--- src/rtl/filt_alu_pkg.sv ---
package filt_alu_pkg;

  typedef enum logic [1:0] {
    CMP_PASS = 2'd0,
    CMP_MAX  = 2'd1,
    CMP_MIN  = 2'd2,
    CMP_RSVD = 2'd3
  } cmp_fn_e;

  typedef enum logic [1:0] {
    ADD_ZERO = 2'd0,
    ADD_PORT = 2'd1,
    ADD_RUN  = 2'd2,
    ADD_RSVD = 2'd3
  } add_fn_e;

  // bit6 bm_en, [5:4] add_fn, bit3 cmp_run, [2:1] cmp_fn, bit0 pm_unit
  typedef struct packed {
    logic    bm_en;
    add_fn_e add_fn;
    logic    cmp_run;
    cmp_fn_e cmp_fn;
    logic    pm_unit;
  } cfg_t;

  localparam int unsigned CFG_W = $bits(cfg_t);

endpackage

--- src/rtl/filt_alu_ingress.sv ---
module filt_alu_ingress
  import filt_alu_pkg::*;
#(
  parameter int DW = 16
) (
  input  logic                 clk_i,
  input  logic                 rst_ni,
  input  logic                 valid_i,
  input  logic                 first_i,
  input  logic                 last_i,
  input  cfg_t                 cfg_i,
  input  logic signed [DW-1:0] a_i,
  input  logic signed [DW-1:0] b_i,
  input  logic signed [DW-1:0] c_i,
  input  logic signed [DW-1:0] thr_i,
  input  logic signed [DW-1:0] k_i,
  output logic                 valid_o,
  output logic                 first_o,
  output logic                 last_o,
  output cfg_t                 cfg_o,
  output logic signed [DW-1:0] a_o,
  output logic signed [DW-1:0] b_o,
  output logic signed [DW-1:0] c_o,
  output logic signed [DW-1:0] thr_o,
  output logic signed [DW-1:0] k_o
);

  always_ff @(posedge clk_i or negedge rst_ni) begin
    if (!rst_ni) begin
      valid_o <= 1'b0;
      first_o <= 1'b0;
      last_o  <= 1'b0;
      cfg_o   <= '0;
      a_o     <= '0;
      b_o     <= '0;
      c_o     <= '0;
      thr_o   <= '0;
      k_o     <= '0;
    end else begin
      valid_o <= valid_i;
      // data held across bubbles to save toggles
      if (valid_i) begin
        first_o <= first_i;
        last_o  <= last_i;
        cfg_o   <= cfg_i;
        a_o     <= a_i;
        b_o     <= b_i;
        c_o     <= c_i;
        thr_o   <= thr_i;
        k_o     <= k_i;
      end
    end
  end

endmodule

--- src/rtl/filt_alu_premul.sv ---
module filt_alu_premul #(
  parameter int DW    = 16,
  parameter int FRAC  = 8,
  parameter int ACC_W = 32
) (
  input  logic                    unit_i,
  input  logic signed [DW-1:0]    a_i,
  input  logic signed [DW-1:0]    b_i,
  output logic signed [ACC_W-1:0] pm_o
);

  localparam int PW = 2 * DW;

  logic signed [PW-1:0] prod;
  logic signed [PW-1:0] prod_sh;

  always_comb begin
    prod    = PW'(a_i) * PW'(b_i);
    prod_sh = prod >>> FRAC;
    pm_o    = unit_i ? ACC_W'(a_i) : ACC_W'(prod_sh);
  end

endmodule

--- src/rtl/filt_alu_mid.sv ---
module filt_alu_mid
  import filt_alu_pkg::*;
#(
  parameter int DW    = 16,
  parameter int ACC_W = 32
) (
  input  logic                    clk_i,
  input  logic                    rst_ni,
  input  logic                    valid_i,
  input  logic                    first_i,
  input  logic                    last_i,
  input  cfg_t                    cfg_i,
  input  logic signed [ACC_W-1:0] pm_i,
  input  logic signed [DW-1:0]    c_i,
  input  logic signed [DW-1:0]    thr_i,
  input  logic signed [DW-1:0]    k_i,
  output logic                    valid_o,
  output logic signed [ACC_W-1:0] mid_o,
  output logic signed [DW-1:0]    k_o,
  output logic                    bm_en_o
);

  logic signed [ACC_W-1:0] run_q;
  logic signed [ACC_W-1:0] run_eff;
  logic signed [ACC_W-1:0] cmp_b;
  logic signed [ACC_W-1:0] cmp_out;
  logic signed [ACC_W-1:0] add_b;
  logic signed [ACC_W-1:0] sum;

  always_comb begin
    run_eff = first_i ? pm_i : run_q;
    cmp_b   = cfg_i.cmp_run ? run_eff : ACC_W'(thr_i);
    unique case (cfg_i.cmp_fn)
      CMP_MAX: cmp_out = (pm_i > cmp_b) ? pm_i : cmp_b;
      CMP_MIN: cmp_out = (pm_i < cmp_b) ? pm_i : cmp_b;
      default: cmp_out = pm_i;
    endcase
    unique case (cfg_i.add_fn)
      ADD_PORT: add_b = ACC_W'(c_i);
      ADD_RUN:  add_b = first_i ? '0 : run_q;
      default:  add_b = '0;
    endcase
    sum = cmp_out + add_b;
  end

  always_ff @(posedge clk_i or negedge rst_ni) begin
    if (!rst_ni) begin
      run_q   <= '0;
      valid_o <= 1'b0;
      k_o     <= '0;
      bm_en_o <= 1'b0;
    end else begin
      valid_o <= valid_i & last_i;
      if (valid_i) begin
        run_q   <= sum;
        k_o     <= k_i;
        bm_en_o <= cfg_i.bm_en;
      end
    end
  end

  assign mid_o = run_q;


  run_hold_chk: assert property (@(posedge clk_i) disable iff (!rst_ni)
    !valid_i |=> $stable(run_q));


  cmp_max_chk: assert property (@(posedge clk_i) disable iff (!rst_ni)
    (valid_i && cfg_i.cmp_fn == CMP_MAX) |-> (cmp_out >= pm_i && cmp_out >= cmp_b));


  cmp_min_chk: assert property (@(posedge clk_i) disable iff (!rst_ni)
    (valid_i && cfg_i.cmp_fn == CMP_MIN) |-> (cmp_out <= pm_i && cmp_out <= cmp_b));

endmodule

--- src/rtl/filt_alu_back.sv ---
module filt_alu_back #(
  parameter int DW    = 16,
  parameter int FRAC  = 8,
  parameter int ACC_W = 32
) (
  input  logic                    clk_i,
  input  logic                    rst_ni,
  input  logic                    valid_i,
  input  logic                    bm_en_i,
  input  logic signed [ACC_W-1:0] mid_i,
  input  logic signed [DW-1:0]    k_i,
  output logic                    valid_o,
  output logic signed [DW-1:0]    res_o,
  output logic                    sat_o
);

  localparam int PW = ACC_W + DW;
  localparam logic signed [PW-1:0] MAX_V = PW'(2 ** (DW - 1) - 1);
  localparam logic signed [PW-1:0] MIN_V = ~MAX_V;

  logic signed [PW-1:0] prod;
  logic signed [PW-1:0] scaled;
  logic signed [DW-1:0] clamped;
  logic                 clip;

  always_comb begin
    prod   = PW'(mid_i) * PW'(k_i);
    scaled = bm_en_i ? (prod >>> FRAC) : PW'(mid_i);
    if (scaled > MAX_V) begin
      clamped = MAX_V[DW-1:0];
      clip    = 1'b1;
    end else if (scaled < MIN_V) begin
      clamped = MIN_V[DW-1:0];
      clip    = 1'b1;
    end else begin
      clamped = scaled[DW-1:0];
      clip    = 1'b0;
    end
  end

  always_ff @(posedge clk_i or negedge rst_ni) begin
    if (!rst_ni) begin
      valid_o <= 1'b0;
      res_o   <= '0;
      sat_o   <= 1'b0;
    end else begin
      valid_o <= valid_i;
      if (valid_i) begin
        res_o <= clamped;
        sat_o <= clip;
      end
    end
  end


  sat_rail_chk: assert property (@(posedge clk_i) disable iff (!rst_ni)
    sat_o |-> (res_o == MAX_V[DW-1:0] || res_o == MIN_V[DW-1:0]));


  res_hold_chk: assert property (@(posedge clk_i) disable iff (!rst_ni)
    !valid_o |-> ($stable(res_o) && $stable(sat_o)));

endmodule

--- src/rtl/filt_alu.sv ---
module filt_alu
  import filt_alu_pkg::*;
#(
  parameter int DW    = 16,
  parameter int FRAC  = 8,
  parameter int ACC_W = 32
) (
  input  logic                 clk_i,
  input  logic                 rst_ni,
  input  logic                 in_valid_i,
  input  logic                 win_first_i,
  input  logic                 win_last_i,
  input  logic [CFG_W-1:0]     cfg_i,
  input  logic signed [DW-1:0] a_i,
  input  logic signed [DW-1:0] b_i,
  input  logic signed [DW-1:0] c_i,
  input  logic signed [DW-1:0] thr_i,
  input  logic signed [DW-1:0] k_i,
  output logic                 valid_o,
  output logic signed [DW-1:0] res_o,
  output logic                 sat_o
);

  logic                    s1_valid, s1_first, s1_last;
  cfg_t                    s1_cfg;
  logic signed [DW-1:0]    s1_a, s1_b, s1_c, s1_thr, s1_k;
  logic signed [ACC_W-1:0] s1_pm;
  logic                    s2_valid, s2_bm_en;
  logic signed [ACC_W-1:0] s2_mid;
  logic signed [DW-1:0]    s2_k;

  filt_alu_ingress #(.DW(DW)) u_ingress (
    .clk_i   (clk_i),
    .rst_ni  (rst_ni),
    .valid_i (in_valid_i),
    .first_i (win_first_i),
    .last_i  (win_last_i),
    .cfg_i   (cfg_t'(cfg_i)),
    .a_i     (a_i),
    .b_i     (b_i),
    .c_i     (c_i),
    .thr_i   (thr_i),
    .k_i     (k_i),
    .valid_o (s1_valid),
    .first_o (s1_first),
    .last_o  (s1_last),
    .cfg_o   (s1_cfg),
    .a_o     (s1_a),
    .b_o     (s1_b),
    .c_o     (s1_c),
    .thr_o   (s1_thr),
    .k_o     (s1_k)
  );

  filt_alu_premul #(.DW(DW), .FRAC(FRAC), .ACC_W(ACC_W)) u_premul (
    .unit_i (s1_cfg.pm_unit),
    .a_i    (s1_a),
    .b_i    (s1_b),
    .pm_o   (s1_pm)
  );

  filt_alu_mid #(.DW(DW), .ACC_W(ACC_W)) u_mid (
    .clk_i   (clk_i),
    .rst_ni  (rst_ni),
    .valid_i (s1_valid),
    .first_i (s1_first),
    .last_i  (s1_last),
    .cfg_i   (s1_cfg),
    .pm_i    (s1_pm),
    .c_i     (s1_c),
    .thr_i   (s1_thr),
    .k_i     (s1_k),
    .valid_o (s2_valid),
    .mid_o   (s2_mid),
    .k_o     (s2_k),
    .bm_en_o (s2_bm_en)
  );

  filt_alu_back #(.DW(DW), .FRAC(FRAC), .ACC_W(ACC_W)) u_back (
    .clk_i   (clk_i),
    .rst_ni  (rst_ni),
    .valid_i (s2_valid),
    .bm_en_i (s2_bm_en),
    .mid_i   (s2_mid),
    .k_i     (s2_k),
    .valid_o (valid_o),
    .res_o   (res_o),
    .sat_o   (sat_o)
  );


  out_latency_chk: assert property (@(posedge clk_i) disable iff (!rst_ni)
    valid_o |-> $past(in_valid_i && win_last_i, 3));

endmodule

--- config.mk ---
export PLATFORM = sky130hd
export DESIGN_NAME = filt_alu
export DESIGN_NICKNAME = d
export VERILOG_FILES = /design/src/rtl/filt_alu_pkg.sv /design/src/rtl/filt_alu_ingress.sv /design/src/rtl/filt_alu_premul.sv /design/src/rtl/filt_alu_mid.sv /design/src/rtl/filt_alu_back.sv /design/src/rtl/filt_alu.sv
export SDC_FILE = /design/constraint.sdc
export NUM_CORES = 2
export LEC_CHECK = 0
export ABC_AREA = 1
export BUFFER_PORTS_ARGS = -buffer_cell sky130_fd_sc_hd__buf_2
export CAP_MARGIN = 0
export CORE_MARGIN = 10
export CORE_UTILIZATION = 45
export DETAILED_ROUTE_END_ITERATION = 10
export PLACE_DENSITY = 0.7
export SLEW_MARGIN = 40
export SYNTH_ARGS = -nofsm -noshare
export SYNTH_HDL_FRONTEND = slang
export SYNTH_SLANG_ARGS = --single-unit
--- constraint.sdc ---
create_clock -name clk_i -period 11.3 [get_ports clk_i]
set_input_delay 0.565 -clock clk_i [delete_from_list [all_inputs] [get_ports clk_i]]
set_output_delay 0.565 -clock clk_i [all_outputs]
set_load 0.05 [all_outputs]
# Yosys cells after proc, flatten, opt, wreduce, memory -nomap -nowiden
# Cells that the tools add are included.
# word_totals
reg_bits	158
# classes
n_addsub	1
multipliers	2
n_lt_le_gt_ge	4
eq_ne	4
muxes	13
bitwise_logic	1
# ops
operator	count
2-to-1 mux 32 bit	6
case mux 32 bit (2 select lines)	2
greater-than comparator 48 x 16 -> 1 bit (second input constant)	1
less-than comparator 48 x 16 -> 1 bit (second input constant)	1
multiplier 32 x 16 -> 48 bit	1
2-to-1 mux 48 bit	1
adder 32 bit	1
greater-than comparator 32 bit	1
less-than comparator 32 bit	1
multiplier 16 x 16 -> 32 bit	1
2-to-1 mux 16 bit	2
== test 2 x 1 -> 1 bit (second input constant)	2
== test 2 bit (second input constant)	2
2-to-1 mux 1 bit	2
AND 1 bit	1

# Longest topological paths before layout
# depth
ltp_word	8
ltp_mapped	66

# By module
# A second synthesis with hierarchy kept.
# unflattened
hier_cells	5902
area_unflattened_um2	41846.4
# modules_own_cells
module	instances	cells_per_inst	area_each_um2
filt_alu_back	1	2982	21015.2
filt_alu_premul	1	1508	10901.7
filt_alu_mid	1	1035	6553.8
filt_alu_ingress	1	377	3375.7

# Least setup slack after synthesis
# Ideal clock, no wire load.
# synth_timing
kind	reg-to-reg
from	reg u_ingress.a_o[15]
to	reg u_mid.run_q[22] (netlist: u_mid.mid_o[22])
setup_ps	129
t_arrival_ps	9993
required_ps	11171
slack_ps	1178
stages_incl_launch_ff	55
n_path_buf	3
period_less_slack_ps	10122
cell_sequence	dfrtp_1 > clkbuf_1 > clkbuf_1 > nand2_1 > inv_1 > fa_1 > fa_1 > fa_1 > fa_1 > fa_1 > inv_1 > fa_1 > inv_1 > ha_1 > a21o_1 > a21oi_1 > a21oi_1 > nor2_1 > [... 19 more ...] > nand3_1 > o211ai_2 > a22o_1 > ha_1 > fa_1 > nand2_1 > nand2_1 > nand2_1 > nand2_1 > a21oi_1 > o21ai_1 > a21boi_1 > o21bai_1 > a21boi_1 > o21ai_0 > a21oi_1 > xor2_1 > o21ai_1
# synth_via
elab_chain_cells	8
# synth_lines
item	line	text
start: declaration	filt_alu_ingress.sv:21	output logic signed [DW-1:0] a_o,
start signal: assignment	filt_alu_ingress.sv:46	a_o <= a_i;
multiplier 16 x 16 -> 32 bit	filt_alu_premul.sv:18	prod = PW'(a_i) * PW'(b_i);
2-to-1 mux 32 bit *	filt_alu_premul.sv:20	pm_o = unit_i ? ACC_W'(a_i) : ACC_W'(prod_sh);
2-to-1 mux 32 bit	filt_alu_mid.sv:31	run_eff = first_i ? pm_i : run_q;
2-to-1 mux 32 bit	filt_alu_mid.sv:32	cmp_b = cfg_i.cmp_run ? run_eff : ACC_W'(thr_i);
less-than comparator 32 bit or greater-than comparator 32 bit (tied branches)	filt_alu_mid.sv:35, filt_alu_mid.sv:34	
2-to-1 mux 32 bit (on tied branches)	filt_alu_mid.sv:35, filt_alu_mid.sv:34	
case mux 32 bit (2 select lines) *	filt_alu_mid.sv:33	unique case (cfg_i.cmp_fn)
adder 32 bit *	filt_alu_mid.sv:43	sum = cmp_out + add_b;
end signal: assignment	filt_alu_mid.sv:55	run_q <= sum;
end: declaration	filt_alu_mid.sv:23	logic signed [ACC_W-1:0] run_q;
# Mark *: on every way between the ends. The rest lies on a longest branch, timed or not.
# A chain may end at the register's enable or synchronous reset.

# Worst setup path after layout
# layout_timing
from	reg u_ingress.b_o[7]
to	reg u_mid.run_q[31] (netlist: u_mid.mid_o[31])
# layout_via
elab_chain_cells	8
# layout_lines
item	line	text
start: declaration	filt_alu_ingress.sv:22	output logic signed [DW-1:0] b_o,
start signal: assignment	filt_alu_ingress.sv:47	b_o <= b_i;
multiplier 16 x 16 -> 32 bit *	filt_alu_premul.sv:18	
2-to-1 mux 32 bit *	filt_alu_premul.sv:20	
2-to-1 mux 32 bit	filt_alu_mid.sv:31	
2-to-1 mux 32 bit	filt_alu_mid.sv:32	
less-than comparator 32 bit or greater-than comparator 32 bit (tied branches)	filt_alu_mid.sv:35, filt_alu_mid.sv:34	
2-to-1 mux 32 bit (on tied branches)	filt_alu_mid.sv:35, filt_alu_mid.sv:34	
case mux 32 bit (2 select lines) *	filt_alu_mid.sv:33	
adder 32 bit *	filt_alu_mid.sv:43	
# Marks and branches as above.

==> qor.csv <==
stage,metric,value,unit
run_status,status,"complete, no violations",
clocking,clock_path_buffers,2,
clocking,clk_latency,0.53,ns
routing,drcViolationCount,0,
floorplan,fp.dieH,318,um
sta,worst_slew_pin_slew,0.849,ns
floorplan,rows,109,
critical_path,crit_type,reg2reg,
worst_hold_path,hold_class,in2async,
floorplan,core,0.0882,mm2
finish,syn_to_final_growth,6.00,%
logic_synthesis,synth-async-reset-ratio,1.00,
finish,stdcell_count,6534,
grt,grt_overflow,0,
logic_synthesis,synth_seq_area_share,0.0989,
logic_synthesis,synthCells,5402,
grt,grt_pass1_vias,35600,
sta,finalMaxSlewViolations,0,
clocking,cts.clk_slew.worst_paths,0.11,ns
logic_synthesis,ys_ff_latch,158,
sta,fin_skew,0.0383,ns
clocking,htree_levels,4,
routing,antenna_left,0,
critical_path,crit_required,11.71,ns
sta,setup_viol,0,
critical_path,critPathArrivalTime,10.92,ns
clocking,tritoncts,yes,
clocking,clk_root_buffer_cell,clkbuf_16,
sta,finalCriticalPeriod,10.51,ns
routing,drt_wl_total,117,mm
logic_synthesis,ys_warn_count,0,
placement,place_congestion,0.987,
floorplan,fp.dieW,318,um
floorplan,die-area,0.101,mm2
logic_synthesis,syn_nets,6498,
critical_path,worst-path-max-fanout,22,
routing,dr_total_vias,33800,
clocking,cts_inserted_buffers,17,
sta,finalHoldViolCount,0,
placement,placed_cell_area,0.0416,mm2
logic_synthesis,synth.distinct_cells,58,
critical_path,slowest_delay,0.53,ns
logic_synthesis,synth_edf_count,0,
sta,fin_crit_sh,0.930,
sta,fmax,95.2,MHz
critical_path,worst_path_most_repeated_cell,nand2_1,
routing,drt-initial-drc-count,2721,
critical_path,slowest_stage,fa_1,
logic_synthesis,synth.avg_cell_area,7.40,um2
grt,grt_max_degree,112,
placement,dp.cells,6497,
sta,slew_headroom,0.433,
placement,place.port_buffers,109,
logic_synthesis,synth_flop_cell,dfrtp_1,
finish,stdcell_area,0.0424,mm2
finish,nNetsFinal,6451,
grt,grt_pass1_wl,192,mm
critical_path,start_kind,flip-flop,
placement,hpwlAfterDp,95.1,mm
finish,final_layout_size_suffix_gt1_frac,0.0725,
grt,grtUsageTotal,0.237,
clocking,clock_sinks,158,
floorplan,ioPinCount,110,
routing,first_pass_iters,6,
routing,vias_per_cell,5.18,
grt,antenna_found_initial,5,
routing,wire_per_inst,17.9,um
job,drv_cap,0,
floorplan,start_util,0.453,
logic_synthesis,netlist_area,0.0400,mm2
critical_path,cp-end-kind,flip-flop,
-- critical path: cells and delay by family, from the launching register on --
kind | cells | cell delay [ns]
simple gates | 24 | 2.87
compound gates | 12 | 2.18
buf+inv | 9 | 0.83
flops | 1 | 0.45
fa+ha+maj | 9 | 4.02
-- flip-flops by register name, summed over array words and instances, names as in the netlist --
name / count
u_ingress.cfg_o: 7
u_ingress.c_o: 16
u_mid.mid_o: 32
u_ingress.first_o: 1
u_ingress.b_o: 16
u_ingress.valid_o: 1
u_ingress.thr_o: 16
u_back.valid_o: 1
u_ingress.k_o: 16
u_ingress.a_o: 16
u_mid.valid_o: 1
u_ingress.last_o: 1
u_back.res_o: 16
u_back.sat_o: 1
u_mid.bm_en_o: 1
u_mid.k_o: 16
-- layout make-up --
cell class | count | area (um2)
Timing Repair Buffer | 187 | 1170
Antenna cell | 1 | 2.50
Inverter | 1396 | 5250
Fill cell | 8763 | 45900
Clock buffer | 17 | 425
Clock inverter | 15 | 193
Sequential cell | 158 | 4000
Tap cell | 1165 | 1460
Multi-Input combinational cell | 3595 | 29900
-- timing repair --
| action | 4_1_cts | 5_1_grt |
|---|---|---|
| setup buffers | 0 | 4 |
| hold buffers | 0 | 0 |
| endpoints found under the setup margin | 0 | 20 |
| gates resized for setup | 0 | 39 |
-- cell usage after synthesis (all sizes together) (7+ instances only) --
cell / number / area share
fa: 747 / 0.37
o21bai: 11 / 0.0021
a21o: 8 / 0.0015
inv: 1394 / 0.13
o21ai: 204 / 0.026
nand3b: 9 / 0.0017
o211ai: 11 / 0.0022
nand3: 167 / 0.021
xnor2: 17 / 0.0037
nand4: 31 / 0.0050
a21boi: 7 / 0.0013
mux2: 57 / 0.016
xor2: 22 / 0.0048
nand2: 1613 / 0.15
clkbuf: 215 / 0.020
a21oi: 173 / 0.022
nor3: 12 / 0.0018
ha: 257 / 0.080
or2: 30 / 0.0047
nor2: 168 / 0.016
buf: 38 / 0.0042
o21a: 8 / 0.0015
dfrtp: 158 / 0.099
-- cell families (layout without fill, tap and decap cells) --
family / Yosys count / in the layout / synth area share
AO/OA/AOI/OAI: 451 / 451 / 0.0620
XOR/XNOR: 39 / 39 / 0.00854
adder cells (fa/ha/maj): 1004 / 1004 / 0.454
buffers and inverters: 1649 / 1615 / 0.155
flip-flops: 158 / 158 / 0.0989
multiplexers: 57 / 57 / 0.0161
other: 0 / 1 / 0
AND/OR/NAND/NOR: 2044 / 2044 / 0.205
-- per-layer routing --
layer  vias up  track usage  share of wire
li1      15600            -              -
met1     16700        0.311           0.42
met2      1277        0.387           0.46
met3       246       0.0469          0.085
met4         6       0.0820          0.036
met5         -            0        0.00028
-- metrics by stage --
step | TNS, ns | utilization | worst slack [ns] | hold slack [ns]
finish | 0 | 0.480 | 0.792 | 0.0179
global placement | 0 | 0.471 | 0.576 | 0.460
CTS | 0 | 0.479 | 0.336 | 0.0299
global route | -0.00363 | 0.480 | -0.00363 | 0.0617
floorplan | 0 | - | 1.18 | 0.269
detailed placement | 0 | 0.472 | 0.413 | 0.463
-- layout by cell type, fill, tap and decap left out, drive strengths merged, types with 17 or more instances in the layout --
cell type     n
fa          747
buf         186
dfrtp       158
or2          30
nand3       167
nand4        31
ha          257
xor2         22
o21ai       204
a21oi       173
inv        1398
nand2      1613
nor2        168
clkbuf       18
mux2         57
xnor2        17
-- path summary, 6_finish.rpt --
kind | start | endpoint | slack [ns] | depth (start not counted)
max | u_ingress.b_o[7] | u_mid.mid_o[31] | 0.79 | 54
min | rst_ni | u_back.res_o[13] | 0.02 | 1
max reg2reg | u_ingress.b_o[7] | u_mid.mid_o[31] | 0.79 | 54
min reg2reg | u_back.res_o[1] | u_back.res_o[1] | 0.48 | 2
max in group asynchronous | rst_ni | u_ingress.cfg_o[3] | 10.03 | 2
min in group clk_i | cfg_i[4] | u_ingress.cfg_o[4] | 0.26 | 3
Power is left out: the tool's default activity adds up to more than one toggle a clock period on the data nets, which glitch-free logic cannot reach.
